## config.mk

```make
export PLATFORM = sky130hd
export DESIGN_NAME = csio_unit
export DESIGN_NICKNAME = d
export VERILOG_FILES = /design/src/rtl/csio_pkg.sv /design/src/rtl/csio_sync.sv /design/src/rtl/csio_clkdiv.sv /design/src/rtl/csio_unit.sv
export SDC_FILE = /design/constraint.sdc
export NUM_CORES = 1
export LEC_CHECK = 0
export BUFFER_PORTS_ARGS = -buffer_cell sky130_fd_sc_hd__buf_2
export CAP_MARGIN = 20
export CORE_ASPECT_RATIO = 0.7
export CORE_MARGIN = 3
export CORE_UTILIZATION = 59
export CTS_BUF_LIST = sky130_fd_sc_hd__clkbuf_2 sky130_fd_sc_hd__clkbuf_4 sky130_fd_sc_hd__clkbuf_8
export DETAILED_ROUTE_END_ITERATION = 8
export PLACE_DENSITY = 0.83
export SLEW_MARGIN = 20
export SYNTH_ARGS = -nofsm -noshare
export SYNTH_HDL_FRONTEND = slang
export SYNTH_SLANG_ARGS = --single-unit
```

## constraint.sdc

```tcl
create_clock -name clk -period 3.6 [get_ports clk]
set_clock_uncertainty 0.05 [all_clocks]
set_input_delay 0.18 -clock clk [delete_from_list [all_inputs] [get_ports clk]]
set_output_delay 0.18 -clock clk [all_outputs]
set_load 0.01 [all_outputs]
```

## src/rtl/csio_pkg.sv

```systemverilog
package csio_pkg;

    typedef enum logic [2:0] {
        ST_IDLE,
        ST_INT_LOW,
        ST_INT_HIGH,
        ST_EXT_ACT,
        ST_EXT_HOLD
    } csio_state_e;

endpackage

```

## src/rtl/csio_sync.sv

```systemverilog
module csio_sync #(
    parameter int STAGES = 2
) (
    input  logic clk,
    input  logic rst_n,
    input  logic sclk_in,
    input  logic sin,
    output logic sclk_rise,
    output logic sclk_fall,
    output logic sin_s
);
    logic [STAGES:0]   sc_q;
    logic [STAGES-1:0] sd_q;

    always_ff @(posedge clk or negedge rst_n) begin
        if (!rst_n) begin
            sc_q <= '1;
            sd_q <= '0;
        end else begin
            sc_q <= {sc_q[STAGES-1:0], sclk_in};
            sd_q <= {sd_q[STAGES-2:0], sin};
        end
    end

    assign sclk_rise = sc_q[STAGES-1] & ~sc_q[STAGES];
    assign sclk_fall = ~sc_q[STAGES-1] & sc_q[STAGES];
    assign sin_s     = sd_q[STAGES-1];
endmodule

```

## src/rtl/csio_clkdiv.sv

```systemverilog
module csio_clkdiv #(
    parameter int LOG_MIN = 3,
    parameter int SEL_MAX = 5,
    parameter int SEL_W   = 3
) (
    input  logic             clk,
    input  logic             rst_n,
    input  logic             run,
    input  logic             clr,
    input  logic [SEL_W-1:0] sel,
    output logic             tick
);
    localparam int CW = LOG_MIN - 1 + SEL_MAX;

    logic [CW-1:0] cnt_q;
    logic [CW-1:0] term;
    int unsigned   sh;

    always_comb begin
        if (int'(sel) > SEL_MAX) sh = LOG_MIN - 1 + SEL_MAX;
        else                     sh = LOG_MIN - 1 + int'(sel);
        term = CW'((32'd1 << sh) - 32'd1);
    end

    assign tick = run && !clr && (cnt_q == term);

    always_ff @(posedge clk or negedge rst_n) begin
        if (!rst_n)                    cnt_q <= '0;
        else if (clr || !run || tick)  cnt_q <= '0;
        else                           cnt_q <= cnt_q + 1'b1;
    end
endmodule

```

## src/rtl/csio_unit.sv

```systemverilog
module csio_unit
    import csio_pkg::*;
#(
    parameter int DATA_W      = 8,
    parameter int DIV_LOG_MIN = 3,
    parameter int DIV_SEL_MAX = 5,
    parameter int SYNC_STAGES = 2
) (
    input  logic              clk,
    input  logic              rst_n,
    input  logic              data_wr,
    input  logic [DATA_W-1:0] data_wdata,
    output logic [DATA_W-1:0] data_rdata,
    input  logic              ctrl_wr,
    input  logic [3:0]        ctrl_wdata,
    input  logic              irq_wr,
    input  logic              irq_wdata,
    output logic              irq,
    input  logic              sclk_in,
    output logic              sclk_out,
    input  logic              sin,
    output logic              sout,
    output logic              sout_oe,
    output logic              rdy
);
    localparam int BCW = $clog2(DATA_W);
    localparam logic [BCW-1:0] BIT_LAST = BCW'(DATA_W - 1);

    csio_state_e    state, nxt;
    logic           ext_sel;
    logic [2:0]     div_sel;
    logic [DATA_W-1:0] shreg;
    logic [BCW-1:0] bitcnt;
    logic           tick, s_rise, s_fall, sin_s;
    logic           fin;
    logic           int_run;

    // control register
    always_ff @(posedge clk or negedge rst_n) begin
        if (!rst_n) begin
            ext_sel <= 1'b0;
            div_sel <= '0;
        end else if (ctrl_wr) begin
            ext_sel <= ctrl_wdata[3];
            div_sel <= ctrl_wdata[2:0];
        end
    end

    assign int_run = (state == ST_INT_LOW) || (state == ST_INT_HIGH);

    csio_clkdiv #(
        .LOG_MIN (DIV_LOG_MIN),
        .SEL_MAX (DIV_SEL_MAX),
        .SEL_W   (3)
    ) u_div (
        .clk   (clk),
        .rst_n (rst_n),
        .run   (int_run),
        .clr   (data_wr),
        .sel   (div_sel),
        .tick  (tick)
    );

    csio_sync #(
        .STAGES (SYNC_STAGES)
    ) u_sync (
        .clk       (clk),
        .rst_n     (rst_n),
        .sclk_in   (sclk_in),
        .sin       (sin),
        .sclk_rise (s_rise),
        .sclk_fall (s_fall),
        .sin_s     (sin_s)
    );

    // completion of the eighth rising edge in either clock mode
    assign fin = !data_wr && (bitcnt == '0) &&
                 (((state == ST_INT_HIGH) && tick) ||
                  ((state == ST_EXT_ACT) && s_rise));

    // state register
    always_ff @(posedge clk or negedge rst_n) begin
        if (!rst_n) state <= ST_IDLE;
        else        state <= nxt;
    end

    // next state
    always_comb begin
        nxt = state;
        if (data_wr) begin
            nxt = ext_sel ? ST_EXT_ACT : ST_INT_LOW;
        end else begin
            unique case (state)
                ST_IDLE:     nxt = ST_IDLE;
                ST_INT_LOW:  if (tick) nxt = ST_INT_HIGH;
                ST_INT_HIGH: if (tick) nxt = (bitcnt == '0) ? ST_IDLE : ST_INT_LOW;
                ST_EXT_ACT:  if (fin) nxt = ST_EXT_HOLD;
                ST_EXT_HOLD: nxt = ST_EXT_HOLD;
                default:     nxt = ST_IDLE;
            endcase
        end
    end

    // outputs and datapath
    always_ff @(posedge clk or negedge rst_n) begin
        if (!rst_n) begin
            shreg    <= '0;
            bitcnt   <= '0;
            sout     <= 1'b0;
            sclk_out <= 1'b1;
            sout_oe  <= 1'b0;
            irq      <= 1'b0;
        end else begin
            if (data_wr) begin
                shreg    <= data_wdata;
                bitcnt   <= BIT_LAST;
                sout_oe  <= 1'b1;
                sclk_out <= ext_sel;
                if (!ext_sel) sout <= data_wdata[0];
            end else begin
                unique case (state)
                    ST_IDLE: ;
                    ST_INT_LOW: begin
                        if (tick) begin
                            sclk_out <= 1'b1;
                            shreg    <= {sin, shreg[DATA_W-1:1]};
                        end
                    end
                    ST_INT_HIGH: begin
                        if (tick) begin
                            if (bitcnt == '0) begin
                                sout_oe <= 1'b0;
                            end else begin
                                bitcnt   <= bitcnt - 1'b1;
                                sclk_out <= 1'b0;
                                sout     <= shreg[0];
                            end
                        end
                    end
                    ST_EXT_ACT, ST_EXT_HOLD: begin
                        if (s_fall) sout <= shreg[0];
                        if (s_rise) begin
                            shreg <= {sin_s, shreg[DATA_W-1:1]};
                            if (bitcnt != '0) bitcnt <= bitcnt - 1'b1;
                        end
                    end
                    default: ;
                endcase
            end
            if (fin)                     irq <= 1'b1;
            else if (irq_wr && !irq_wdata) irq <= 1'b0;
        end
    end

    assign data_rdata = shreg;
    assign rdy        = int_run;
endmodule

```

# After elaboration in Yosys (flattened, before gate mapping)
# Cells that the tools add are included.
[totals]
ff_bits = 34
latch_bits = 0
ramBits = 0
mem_bits_ro = 0
in_bits = 20
out_inout_bits = 13
memories = 0
[op_classes]
add_sub_neg = 4
n_mul = 0
div_mod_pow = 0
magnitude_cmp = 1
n_eq_ne = 13
n_shift = 1
n_mux = 36
bitwise = 4
n_reduce_logical = 30
[ops]
columns = ["cell", "n"]
rows = [
  ["$mux W32", 1],
  ["$shl A1 B32 Y7 const A", 1],
  ["$mux W3", 9],
  ["$mux W8", 3],
  ["$ne A3 B3 Y1 const B", 7],
  ["$mux W1", 16],
  ["$pmux W8 S2", 1],
  ["$pmux W3 S4", 1],
  ["$reduce_bool A3 Y1", 4],
  ["$reduce_and A5 Y1", 2],
  ["$reduce_and A3 Y1", 3],
  ["$reduce_bool A2 Y1", 4],
  ["$add A7 B1 Y7 const B", 1],
  ["$eq A7 B7 Y1", 1],
  ["$logic_and A1 B1 Y1", 7],
  ["$mux W7", 1],
  ["$sub A7 B1 Y7 const B", 1],
  ["$eq A3 B2 Y1 const B", 2],
  ["$pmux W3 S2", 1],
  ["$add A2 B3 Y4 const A", 1],
  ["$logic_or A1 B1 Y1", 4],
  ["$pmux W1 S2", 2],
  ["$reduce_and A4 Y1", 1],
  ["$eq A3 B1 Y1 const B", 1],
  ["other kinds (10)", 14],
]

# Depth between registers and ports, before layout
[logic_depth]
ltp_word = 12
depth_mapped = 9
depth_no_buf = 8

# Hierarchy
# Synthesis repeated with hierarchy kept, for this count alone.
[unflattened]
cells_unflattened = 207
area_unflattened_um2 = 2174.6
[modules_own_cells]
columns = ["module", "instances", "cells_per_inst", "area_each_um2", "seq_area_each_um2"]
rows = [
  ["csio_unit", 1, 122, 1303.8, 551.8],
  ["csio_clkdiv", 1, 78, 726.9, 175.2],
  ["csio_sync", 1, 7, 143.9, 128.9],
]

# Worst setup path before layout
# No wires, ideal clock.
[synth_path]
path_type = "reg-to-reg"
from = "reg div_sel[1]"
to = "reg state[0]"
setup_ps = 90
arrival_time_ps = 2544
path_slack_ps = 916
path_stages_with_launch = 10
path_buffers = 1
synth_period_minus_slack_ps = 2684
cell_sequence = "dfrtp_1 -> inv_1 -> ha_1 -> nor2_1 -> a211o_1 -> a311oi_2 -> or4b_1 -> buf_2 -> or4b_1 -> o2111ai_1"
[synth_via]
elab_chain_len = 11
word_cells_on_any_way = 14
[synth_rtl]
columns = ["item", "line_no", "source"]
rows = [
  ["from (decl)", "csio_unit.sv:31", "logic [2:0] div_sel;"],
  ["from (signal assigned)", "csio_unit.sv:45", "div_sel <= ctrl_wdata[2:0];"],
  ["$add A2 B3 Y4 or $gt A3 B3 Y1 (tied branches)", "csio_clkdiv.sv:21, csio_clkdiv.sv:20", ""],
  ["$mux W32 (*)", "csio_clkdiv.sv:20", "if (int'(sel) > SEL_MAX) sh = LOG_MIN - 1 + SEL_MAX;"],
  ["$shl A1 B32 Y7 (*)", "csio_clkdiv.sv:22", "term = CW'((32'd1 << sh) - 32'd1);"],
  ["$sub A7 B1 Y7 (*)", "csio_clkdiv.sv:22", ""],
  ["$eq A7 B7 Y1 (*)", "csio_clkdiv.sv:25", "assign tick = run && !clr && (cnt_q == term);"],
  ["$logic_and A1 B1 Y1 (*)", "csio_clkdiv.sv:25", ""],
  ["$logic_and A1 B1 Y1", "csio_unit.sv:78", "(((state == ST_INT_HIGH) && tick) ||"],
  ["$logic_or A1 B1 Y1", "csio_unit.sv:78", ""],
  ["$logic_and A1 B1 Y1", "csio_unit.sv:77", "assign fin = !data_wr && (bitcnt == '0) &&"],
  ["$ne A3 B3 Y1 (no line)", "--", ""],
  ["$reduce_and A3 Y1 (no line) (*)", "--", ""],
  ["to (signal assigned)", "csio_unit.sv:84", "else state <= nxt;"],
  ["to (decl)", "csio_unit.sv:29", "csio_state_e state, nxt;"],
]
# Every way passes the cells marked *; elsewhere a longest branch is shown, timed or not.
# A chain may end at the register's enable or synchronous reset.

# Worst setup path in the final report
# Same ends and word-level chain as after synthesis.

==> qor.csv <==
metric;value;unit
status;completed;
num-fill-cells;258;
grt_max_degree;35;
worst-endpoint-arrival;3130;ps
start_util;64.17;%
fp.dieH;56.10;microns
routed_wl;5.088;mm
gp_congestion;0.8280;
cts_made_buffers;5;
pre_cts_ws;690.0;ps
rsz0062_at_grt;false;
final_area;2451;sq um
layout_setup_ws;627.8;ps
period_share;82.56;%
fp-row-count;17;
hold_class;in -> reg;
fin_crit;2972;ps
slew_headroom;51.95;%
worstPathRequired;3750;ps
antenna_found_initial;0;
ant_nets;0;
syn_area;2116;sq um
drtIter0Drc;125;
max_freq;336.5;MHz
ys_types;52;
io-pin-count;33;
maxCapViolCount;0;
grt_pass1_vias;1810;
startpoint_type;flip-flop;
portBuffers;32;
post_cts_buffers;0;
tightest_slew;720.8;ps
synthArstFlopShare;100.0;%
core_area;3297;sq um
synth_cells;223;
placed_area;2312;sq um
ir_drop;0.0003107;V
multiInputGateArea;1189;sq um
grt_overflow_total;0;
critPathCaptureType;flip-flop;
synth_edf_count;0;
cts_tree;done;
first_pass_iters;4;
wl_per_cell;16.57;microns
synthFlopType;dfrtp_1;
power.leakage;1.070;nW
cts_root_buffer;clkbuf_8;
layout-drive-gt1-share;22.69;%
area_delta_synth_final;15.85;%
hold_viol;0;
syn_avg_cell_area;9.488;sq um
fin_tns_setup;0;ps
cellPowerDensity;453.2;nW/um^2
clk_pin_slew;70;ps
ys_warn_count;0;
dp_cells;296;
grt_pass1_wl;8.618;mm
die_w;77.58;microns
finalSetupViolations;0;
crit_fanout;9;
reg2reg_depth;8;
final_nets;285;
syn_nets;249;
hpwl;3.616;mm
post-route-drc-count;0;
diodes;0;
holdWs;53.43;ps
critical_path_class;reg -> reg;
vias;1914;
cts.sinks;34;
grtUsageTotal;25.05;%
slew_viol_final;0;
htreeDepth;2;
synth-seq-cells;34;
insertion_delay;290;ps
viasPerCell;6.235;
regArea;855.8;sq um
seq_area_frac_synth;40.45;%
dieArea;4352;sq um
fin_cells;307;
min_path_cells;3;
clock_path_buffers;2;
==> flip-flops by register name, indices dropped and copies added, names as in the netlist <==
signal and cells:
sclk_out 1, div_sel 3, sout 1, sout_oe 1
bitcnt 3, state 3, u_div.cnt_q 7, data_rdata 8
u_sync.sd_q 2, ext_sel 1, irq 1, u_sync.sc_q 3
==> cell type report <==
class,instances,area share [%]
clock buffer,5,2.808
clock inverter,3,1.633
inverter,9,1.378
multi-input combinational,172,48.49
sequential,34,34.92
tap,47,2.399
timing repair buffer,37,8.372
==> Yosys cell counts (all sizes together), types with 6 or more instances <==
cell,instances,area [sq um]
nor4,8,50.05
ha,6,75.07
nand2b,7,51.30
nor2,14,55.06
nand2,16,60.06
mux2i,10,100.1
a21oi,8,40.04
mux2,6,67.56
nor3,11,55.05
dfrtp,30,750.7
o21ai,15,75.07
clkbuf,6,22.52
nand3,12,60.06
inv,9,33.78
==> critical path, cell delays in order, from the launching register on <==
cell,delay [ps]
dfrtp_1,450
inv_1,90
ha_1,330
nor2_1,280
a211o_1,170
a311oi_2,130
or4b_1,720
or4b_1,560
o2111ai_1,110
==> kinds of logic (layout without fill, tap and decap cells) <==
| group | Yosys count | count (layout) | share of synthesized area (%) |
|---|---|---|---|
| adder cells (fa/ha/maj) | 6 | 6 | 3.548 |
| multiplexers | 16 | 16 | 7.924 |
| XOR/XNOR | 8 | 8 | 3.312 |
| buffers and inverters | 17 | 54 | 3.370 |
| flip-flops | 34 | 34 | 40.45 |
| AND/OR/NAND/NOR | 89 | 89 | 23.48 |
| AO/OA/AOI/OAI | 53 | 53 | 17.92 |
==> routing by layer <==
| layer | GRT usage, % | share of wire [%] | vias up |
|---|---|---|---|
| li1 | - | - | 907 |
| met1 | 35.72 | 46 | 900 |
| met2 | 36.41 | 43 | 96 |
| met3 | 7.282 | 9.2 | 11 |
| met4 | 8.122 | 1.5 | 0 |
| met5 | 0 | 0 | - |
==> layout by cell type (no fill, tap or decap), drive strengths merged, types with 4 or more instances in the layout <==
cell,instances
buf,34
dfrtp,30
nand2,16
o21ai,15
nor2,14
nand3,12
nor3,11
mux2i,10
inv,9
a21oi,8
nor4,8
nand2b,7
ha,6
mux2,6
xnor2,5
clkbuf,5
a311oi,5
a21o,5
or3,4
a31oi,4
dfstp,4
==> report_power, final <==
| group | internal [mW] | switching (mW) | total (mW) |
|---|---|---|---|
| logic | 0.119 | 0.181 | 0.300 |
| clock network | 0.204 | 0.140 | 0.344 |
| registers | 0.423 | 0.0434 | 0.467 |
==> per-stage QoR <==
stage	utilization, %	total power [mW]
2_1_floorplan	-	0.6663
3_3_place_gp	70.13	0.7548
4_1_cts	74.35	1.110
3_5_place_dp	70.13	0.7634
6_report	74.35	1.111
5_1_grt	74.35	1.165
==> path summary, 6_finish.rpt <==
path / start / endpoint / slack (ps)
max: div_sel[1]$_DFFE_PN0P_ / state[0]$_DFFE_PN0P_ / 630
min: ctrl_wdata[1] / div_sel[1]$_DFFE_PN0P_ / 50
max reg2reg: div_sel[1]$_DFFE_PN0P_ / state[0]$_DFFE_PN0P_ / 630
min reg2reg: u_sync.sd_q[0]$_DFF_PN0_ / u_sync.sd_q[1]$_DFF_PN0_ / 300
max in group asynchronous: rst_n / div_sel[1]$_DFFE_PN0P_ / 2600
min in group asynchronous: rst_n / data_rdata[2]$_DFFE_PN0P_ / 430
==> what timing repair did <==
item                       4_1_cts  5_1_grt
setup endpoints to repair        0        0
hold endpoints to repair        32        0
hold buffers                     3        0
resized for setup                0        0
Power figures use the tool's default switching activity.
